## src/rtl/pio_irq_ctrl.sv

```systemverilog
module pio_irq_ctrl #(
  parameter int DW          = 32,
  parameter int ADDR_W      = 4,
  parameter bit HAS_ANYEDGE = 1'b1,
  parameter bit SPLIT_IRQ   = 1'b0
) (
  input  logic              clk,
  input  logic              rst_n,
  input  logic              sel,
  input  logic              wr,
  input  logic [ADDR_W-1:0] addr,
  input  logic [DW-1:0]     wdata,
  output logic [DW-1:0]     rdata,
  input  logic [DW-1:0]     pad_in,
  output logic [DW-1:0]     pad_out,
  output logic [DW-1:0]     pad_oe,
  output logic              irq_lo,
  output logic              irq_hi
);
  localparam int HALF = DW / 2;
  localparam logic [ADDR_W-1:0] A_DATA = ADDR_W'(0);
  localparam logic [ADDR_W-1:0] A_DIR  = ADDR_W'(1);
  localparam logic [ADDR_W-1:0] A_LVL  = ADDR_W'(2);
  localparam logic [ADDR_W-1:0] A_CFGL = ADDR_W'(3);
  localparam logic [ADDR_W-1:0] A_CFGH = ADDR_W'(4);
  localparam logic [ADDR_W-1:0] A_MASK = ADDR_W'(5);
  localparam logic [ADDR_W-1:0] A_FLAG = ADDR_W'(6);
  localparam logic [ADDR_W-1:0] A_ANY  = ADDR_W'(7);

  logic [DW-1:0]   out_q, dir_q, s1_q, s2_q, pad_q, mask_q, flag_q, any_q, hit, clr, act;
  logic [2*DW-1:0] cfg_q;

  wire we = sel & wr;
  assign clr = (we && addr == A_FLAG) ? wdata : '0;

  always_ff @(posedge clk or negedge rst_n) begin
    if (!rst_n) begin
      out_q  <= '0;
      dir_q  <= '0;
      s1_q   <= '0;
      s2_q   <= '0;
      pad_q  <= '0;
      cfg_q  <= '0;
      mask_q <= '0;
      flag_q <= '0;
    end else begin
      s1_q   <= pad_in;
      s2_q   <= s1_q;
      pad_q  <= s2_q;
      flag_q <= (flag_q & ~clr) | hit;
      if (we) begin
        case (addr)
          A_DATA: out_q <= wdata;
          A_DIR:  dir_q <= wdata;
          A_CFGL: cfg_q[DW-1:0] <= wdata;
          A_CFGH: cfg_q[2*DW-1:DW] <= wdata;
          A_MASK: mask_q <= wdata;
          default: ;
        endcase
      end
    end
  end

  generate
    if (HAS_ANYEDGE) begin : g_any
      always_ff @(posedge clk or negedge rst_n) begin
        if (!rst_n) any_q <= '0;
        else if (we && addr == A_ANY) any_q <= wdata;
      end
    end else begin : g_no_any
      assign any_q = '0;
    end
  endgenerate

  for (genvar i = 0; i < DW; i++) begin : g_pin
    wire chg  = s2_q[i] ^ pad_q[i];
    wire pol  = cfg_q[2*i];
    wire edge_mode = cfg_q[2*i+1];
    assign hit[i] = ~dir_q[i] & (any_q[i]  ? chg :
                                 edge_mode ? (chg & (s2_q[i] != pol)) :
                                             (s2_q[i] == pol));
  end

  always_comb begin
    rdata = '0;
    if (sel && !wr) begin
      case (addr)
        A_DATA: rdata = (out_q & dir_q) | (pad_q & ~dir_q);
        A_DIR:  rdata = dir_q;
        A_LVL:  rdata = pad_q & ~dir_q;
        A_CFGL: rdata = cfg_q[DW-1:0];
        A_CFGH: rdata = cfg_q[2*DW-1:DW];
        A_MASK: rdata = mask_q;
        A_FLAG: rdata = flag_q;
        A_ANY:  rdata = any_q;
        default: rdata = '0;
      endcase
    end
  end

  assign pad_oe  = dir_q;
  assign pad_out = out_q & dir_q;
  assign act     = flag_q & mask_q;

  generate
    if (SPLIT_IRQ) begin : g_split
      assign irq_lo = |act[HALF-1:0];
      assign irq_hi = |act[DW-1:HALF];
    end else begin : g_single
      assign irq_lo = |act;
      assign irq_hi = 1'b0;
    end
  endgenerate
endmodule

```

## config.mk

```make
export PLATFORM = sky130hd
export DESIGN_NAME = pio_irq_ctrl
export DESIGN_NICKNAME = d
export VERILOG_FILES = /design/src/rtl/pio_irq_ctrl.sv
export SDC_FILE = /design/constraint.sdc
export NUM_CORES = 1
export LEC_CHECK = 0
export ABC_CLOCK_PERIOD_IN_PS = 3400
export CAP_MARGIN = 20
export CORE_MARGIN = 5
export CORE_UTILIZATION = 57
export CTS_CLUSTER_DIAMETER = 150
export CTS_CLUSTER_SIZE = 12
export DETAILED_ROUTE_END_ITERATION = 8
export PLACE_DENSITY = 0.78
export SLEW_MARGIN = 20
export SYNTH_ARGS = -nofsm -noshare
export SYNTH_HDL_FRONTEND = slang
export SYNTH_SLANG_ARGS = --single-unit
```

## constraint.sdc

```tcl
create_clock -name clk -period 3.4 [get_ports clk]
set_input_delay 0.85 -clock clk [delete_from_list [all_inputs] [get_ports clk]]
set_output_delay 0.85 -clock clk [all_outputs]
set_load 0.01 [all_outputs]
```

==> impl_results.md, run 1 <==
- Area contributors post-synth: dfrtp_1, mux2_2, mux2i_1
- RSZ-0062 raised after global routing: false
- Register area share after synthesis: 0.524
- Most numerous cell in the Yosys netlist: dfrtp_1
- Crit start category: primary input
- Final-report max-slew violation count: 0
- Total number of vias: 12034
- Pwr Density: 528 nW/µm²
- Mapped Cells: 1240
- Syn_nets: between 1000 and 1500
- R2R Setup Slk: around 2000 ps
- MaxCap Viol Count: 0
- Yosys top cell by area: dfrtp_1
- Non-Filler Instances: ~1800
- Final #Nets: between 1500 and 2000
- Syn Std Cell Area: roughly 15000 µm²
- Netlist cell types: 49
- Vias in the first global route: between 10000 and 15000
- Post-synth ARST share: 1.00
- Std-Cell Rows: 60
- Period minus WS final: 3340 ps
- M3 GR Usage: 0.0650
- Reg clk slew, reported paths: 60 ps
- Via density: 6.60
- Core Util, Final: 0.716
- Top cell type's share of synthesized area: 0.524
- Placer Congestion: 0.924
- Die extent in y: about 170 µm
- Routed WL: 45500 µm
- CP endpoint kind: output port
- Initial antenna violation count: 0
- Longest Clk Path Bufs: 3
- GRT overflow: 0
- Placed cell count: around 1800
- Final ANT Viol Nets: 0
- CP Capture Point: rdata[13]
- Initial drt markers: a little over 1000
- Final setup fails: 0
- Antenna cell count: 0
- Seq cells post-synth: between 300 and 400
- Setup crit start: addr[2]
- IO Pins: 170
- Initial Utilization: 0.574
- Worst Hold Class: in -> async
- Leak Pwr: around 8.3 nW
- Mean post-synth cell area: roughly 12 µm²
- Status: finished clean
- Worst R2R Path Depth: 4
- Top FF cell, synth: dfrtp_1
- Max Freq: roughly 300 MHz
- Commonest cells in the netlist: dfrtp_1, mux2_2, nand2_1
- FF-to-FF End: flag_q[25]$_DFF_PN0_
- Post-synth EDFFs: 0
- Largest net degree at the start of global routing: between 70 and 80
- Crit share post-route: 0.982
- Worst VDD drop: between 400 and 500 µV
- CP Class: in -> out
- Routing usage on met2: 0.468
- # H-tree levels: 1
- Die Width: between 150 and 200 µm
- Slew HR: 0.660
- Cts bufs inserted: 30
- Sink Count: 320
- First-pass GRT wire length: between 70000 and 80000 µm
- Clock Tree Root: clkbuf_16
- Worst reg2reg path startpoint: s2_q[25]$_DFF_PN0_
- Crit-path max FO: 6
- Worst slew pin tran: 511 ps
- Clk_skew: about 18 ps
- Clk Latency, worst-skew pair: 560 ps
- Syn. warnings: 0
- Core area: between 20000 and 30000 µm²
- Worst EP required: between 2000 and 3000 ps
- Share of cells above drive strength 1: 0.287
- Final Hold Fails: 0
- Hold_buf cts: 0
- DP HPWL: ~30000 µm
- Routed len/inst: 25.0 µm
- Drt pass-1 iters: 6
- GR peak layer: met2
- Met1 Use GR: 0.396
- CTS tree: yes
- # port buffers: 168
- WP data arrival: approximately 2500 ps
- DRC Markers: 0
- Worst slack, placed: -614 ps
- Die area: 30200 µm²
- Global Route Usage Sum: 0.295
- Fin worst setup slack: roughly 61 ps
- Area growth, synth to finish: 24.8%
what timing repair did:
item | 4_1_cts | 5_1_grt
gates cloned | 2 | 3
pin swaps | 10 | 14
resized for setup | 140 | 35
setup buffers | 13 | 5
setup endpoints to repair | 33 | 30
per-stage QoR:
stage	hold slack (ps)	instance area [µm²]	power, W	setup TNS (ps)
finish	212	19100	0.0101	0
global route	268	19100	0.0105	0
CTS	245	19000	0.0100	-268
detailed placement	335	18000	0.00703	-17610
global placement	332	18000	0.00693	-17120
floorplan	331	15300	0.00602	0
state kept, by name, summed over array words and instances (netlist names):
| signal | count |
|---|---|
| any_q | 32 |
| cfg_q | 64 |
| flag_q | 32 |
| mask_q | 32 |
| out_q | 32 |
| pad_oe | 32 |
| pad_q | 32 |
| s1_q | 32 |
| s2_q | 32 |
layout by cell type (no fill, tap or decap), drive strengths merged, types with 36 or more instances in the layout:
cell,instances
xor2,61
a21oi,60
a22o,57
nand2,71
clkdlybuf4s50,131
buf,127
nor3,36
dfrtp,320
o22ai,42
mux2,192
clkbuf,40
a22oi,46
mux2i,58
how the worst min path moves through the flow:
| stage | start | to | slack, ps | cells past startpoint |
|---|---|---|---|---|
| floorplan | s1_q[0]$_DFF_PN0_ | s2_q[0]$_DFF_PN0_ | 330 | 0 |
| global placement | s1_q[13]$_DFF_PN0_ | s2_q[13]$_DFF_PN0_ | 330 | 0 |
| detailed placement | s1_q[4]$_DFF_PN0_ | s2_q[4]$_DFF_PN0_ | 330 | 0 |
| CTS | rst_n | s1_q[29]$_DFF_PN0_ | 250 | 1 |
| global route | rst_n | s1_q[29]$_DFF_PN0_ | 270 | 1 |
| finish | rst_n | flag_q[27]$_DFF_PN0_ | 210 | 1 |
critical path: stages:
cell	delay [ps]
clkbuf_2	110
or4_4	690
buf_16	210
o22ai_1	110
a21oi_1	70
a21oi_2	190
clkdlybuf4s15_2	250
logic make-up after synthesis:
group | share of synthesized area
flops | 0.524
other cells | 0.000245
compound gates | 0.142
xor+xnor | 0.0349
buf+inv | 0.0240
simple gates | 0.0871
mux | 0.188
cell type report:
| class | count | area (µm²) |
|---|---|---|
| inverters | 8 | 30.0 |
| flip-flops and latches | 320 | 8010 |
| clock buffers | 31 | 776 |
| fillers | 1832 | 7570 |
| repair buffers | 274 | 2700 |
| well taps | 341 | 427 |
| multi-input cells | 849 | 7120 |
| clock inverters | 1 | 30.0 |
per-layer routing:
metal,vias to the layer above,share of wire
met4,0,0.045
met3,152,0.093
met2,685,0.46
met5,-,0
met1,6062,0.40
li1,5135,-
power by group:
group	switching (W)	total [W]	leakage, nW	internal, W
Sequential	0.000756	0.00508	3.86	0.00433
Clock	0.00134	0.00300	0.396	0.00166
Combinational	0.000817	0.00198	4.01	0.00116
(Power assumes the default switching activity.)
==> inputs of run 2 (changes only) <==
--- a/config.mk
+++ b/config.mk
@@ -5,6 +5,7 @@
 export SDC_FILE = /design/constraint.sdc
 export NUM_CORES = 1
 export LEC_CHECK = 0
+export ABC_AREA = 1
 export ABC_CLOCK_PERIOD_IN_PS = 3400
 export CAP_MARGIN = 20
 export CORE_MARGIN = 5
@@ -12,7 +13,7 @@
 export CTS_CLUSTER_DIAMETER = 150
 export CTS_CLUSTER_SIZE = 12
 export DETAILED_ROUTE_END_ITERATION = 8
-export PLACE_DENSITY = 0.78
+export PLACE_DENSITY = 0.77
 export SLEW_MARGIN = 20
 export SYNTH_ARGS = -nofsm -noshare
 export SYNTH_HDL_FRONTEND = slang
==> impl_results.md, run 2 <==
- Status: finished clean
- Drt pass-1 iters: 6 (unchanged)
- Setup crit start: addr[0]
- CP endpoint kind: output port
- GRT overflow: 0 (unchanged)
- Crit-path max FO: 16 (+10)
- Largest net degree at the start of global routing: 73 (unchanged)
- WP data arrival: 2480 ps (about the same)
- CP Class: in -> out
- Most common cell after layout, fill and taps aside: nand2_1
- Filler cell count in the final layout: 2115 (+15%)
- Longest Clk Path Bufs: 3 (unchanged)
- Vias in the first global route: 14286 (+15%)
- Design area: 19000 µm² (-0.46%)
- Mapped Cells: 1970 (+59%)
- Pwr Density: 513 nW/µm² (-2.7%)
- # port buffers: 168 (unchanged)
- Share of cells above drive strength 1: 0.0775 (-0.210)
- Worst reg2reg path startpoint: cfg_q[14]$_DFFE_PN0P_
- Post-synth ARST share: 1.00 (unchanged)
- Worst slack, placed: -466 ps (+148 ps)
- Top FF cell, synth: dfrtp_1
- Yosys top cell by area: dfrtp_1
- Worst path depth: 10 (+3)
- Crit path largest cell delay: 310 ps (-380 ps)
- DRC Markers: 0 (unchanged)
- Slowest-stage cell, CP: dlygate4sd2_1
- Commonest non-fill, non-tap cells in the layout: nand2_1, dfrtp_1, nand3_1
- Most numerous cell in the Yosys netlist: nand2_1
- Cts bufs inserted: 30 (unchanged)
- First-pass GRT wire length: 73200 µm (+3.3%)
- Final Hold Fails: 0 (unchanged)
- Worst EP required: 2550 ps (about the same)
- Reg clk slew, reported paths: 60 ps (about the same)
- Placed inst area: 18100 µm² (+1.0%)
- Leak Pwr: 9.35 nW (+13%)
- WP buf/inv: 5 (+2)
- Largest Register: cfg_q
- Commonest cells in the netlist: nand2_1, dfrtp_1, nand3_1
- Clk Latency, worst-skew pair: 560 ps (about the same)
- Syn Std Cell Area: 15600 µm² (+1.7%)
- Clock Tree Root: clkbuf_16
- Worst R2R Path Depth: 6 (+2)
- Mean post-synth cell area: 7.90 µm² (-36%)
- CTS tree: yes
- Max Freq: 300 MHz (+0.22%)
- Period minus WS final: 3330 ps (-7.30 ps)
- Routed WL: 45000 µm (-1.2%)
- MaxCap Viol Count: 0 (unchanged)
- Initial antenna violation count: 0 (unchanged)
- Die area: 30700 µm² (+1.6%)
- Antenna cell count: 0 (unchanged)
- Initial Utilization: 0.577 (+0.00345)
- Worst VDD drop: 426 µV (-2.9%)
- Final ANT Viol Nets: 0 (unchanged)
- RSZ-0062 raised after global routing: false
- Crit share post-route: 0.980 (-0.00215)
- Placer Congestion: 0.894 (-3.2%)
- CP Capture Point: rdata[23]
- Die extent in y: 175 µm (+0.81%)
- CP Cell Sequence: dlygate4sd2_1 -> buf_4 -> nor2_4 -> buf_4 -> buf_16 -> nand3_1 -> nand2_1 -> nor2_1 -> a21oi_1 -> dlygate4sd2_1
- DP HPWL: 30600 µm (-0.96%)
- Netlist cell types: 26 (-47%)
- Syn_nets: 2042 (+56%)
- # H-tree levels: 1 (unchanged)
- Top cell type's share of synthesized area: 0.515 (-0.00892)
- Area growth, synth to finish: 22.1%
- Seq cells post-synth: 320 (unchanged)
- Final #Nets: 2228 (+43%)
- Fin worst setup slack: 68.5 ps (+7.30 ps)
- Crit start category: primary input
- Core area: 27000 µm² (+1.1%)
- Post-synth EDFFs: 0 (unchanged)
- Hold_buf cts: 0 (unchanged)
- CP top delay family: buffers and inverters
- Final-report max-slew violation count: 0 (unchanged)
- Die Width: 175 µm (+0.81%)
- Largest register FFs: 64 (unchanged)
- Slew HR: 0.599 (-0.0608)
- Syn. warnings: 0 (unchanged)
- R2R Setup Slk: 2210 ps (+230 ps)
- Initial drt markers: 1656 (+64%)
- Multi-input logic area: 6270 µm² (-12%)
- FF-to-FF End: flag_q[7]$_DFF_PN0_
- Final setup fails: 0 (unchanged)
- Routed len/inst: 18.0 µm (-28%)
- Area contributors post-synth: dfrtp_1, nand2_1, nand3_1
- Total number of vias: 14391 (+20%)
- Worst Hold Class: in -> async
- Via density: 5.76 (-13%)
- Clk_skew: 13.3 ps (-4.73 ps)
- Register area share after synthesis: 0.515 (-0.00892)
- Global Route Usage Sum: 0.293 (-0.00215)
- IO Pins: 170 (unchanged)
- Std-Cell Rows: 60 (unchanged)
- Storage element area: 8010 µm² (unchanged)
- Worst slew pin tran: 602 ps (+91.2 ps)
- Sink Count: 320 (unchanged)
[run 2: changes by cell type after synthesis, sizes merged, moves of 108 or more]
| cell | change |
|---|---|
| mux2 | -192 |
| inv | +193 |
| nand3 | +280 |
| o21ai | +269 |
| nand2 | +463 |
| nor2 | +108 |
[run 2: metrics by stage]
step | std cells | util | power (W) | setup TNS, ps | hold slack (ps)
floorplan | 1970 | - | 0.00584 | 0 | 331
global placement | 2459 | 0.673 | 0.00669 | -11670 | 333
detailed placement | 2459 | 0.673 | 0.00679 | -12570 | 336
CTS | 2497 | 0.705 | 0.00977 | 0 | 284
global route | 2497 | 0.705 | 0.0102 | 0 | 313
finish | 2497 | 0.705 | 0.00975 | 0 | 266
[run 2: worst min path at each step]
stage                             startpoint                      to  slack [ps]  cells after the start
after floorplan            s1_q[0]$_DFF_PN0_       s2_q[0]$_DFF_PN0_         330                      0
after global placement    s1_q[17]$_DFF_PN0_      s2_q[17]$_DFF_PN0_         330                      0
after detailed placement   s1_q[2]$_DFF_PN0_       s2_q[2]$_DFF_PN0_         340                      0
after CTS                              rst_n      s1_q[27]$_DFF_PN0_         280                      1
after global routing                   rst_n  pad_oe[29]$_DFFE_PN0P_         310                      1
final                                  rst_n      s1_q[27]$_DFF_PN0_         270                      1
[run 2: report_power, final]
part	internal, W	switching, W
Combinational	0.000861	0.00104
Clock	0.00162	0.00136
Sequential	0.00430	0.000564
[run 2: cell type report]
type,count,area share
multi-input combinational,1356,0.330
inverter,201,0.0398
tap,341,0.0225
clock buffer,30,0.0395
clock inverter,2,0.00244
timing repair buffer,247,0.144
sequential,320,0.422
[run 2: kinds of logic after synthesis]
group,share of synthesized area
compound gates,0.104
xor+xnor,0.0174
flops,0.515
simple gates,0.279
other cells,0.000241
buf+inv,0.0842
[run 2: repair_timing]
item                                    CTS  global route
setup buffers                             6             0
endpoints found under the setup margin   32            12
pin swaps                                 2             0
resized for setup                        50            17
cloned                                    1             0
[run 2: per-layer routing]
metal  GRT usage  vias to the layer above  share of wire
li1            -                     6744              -
met1       0.391                     6784           0.40
met2       0.479                      722           0.46
met3      0.0450                      141          0.091
met4       0.129                        0          0.050
met5           0                        -              0
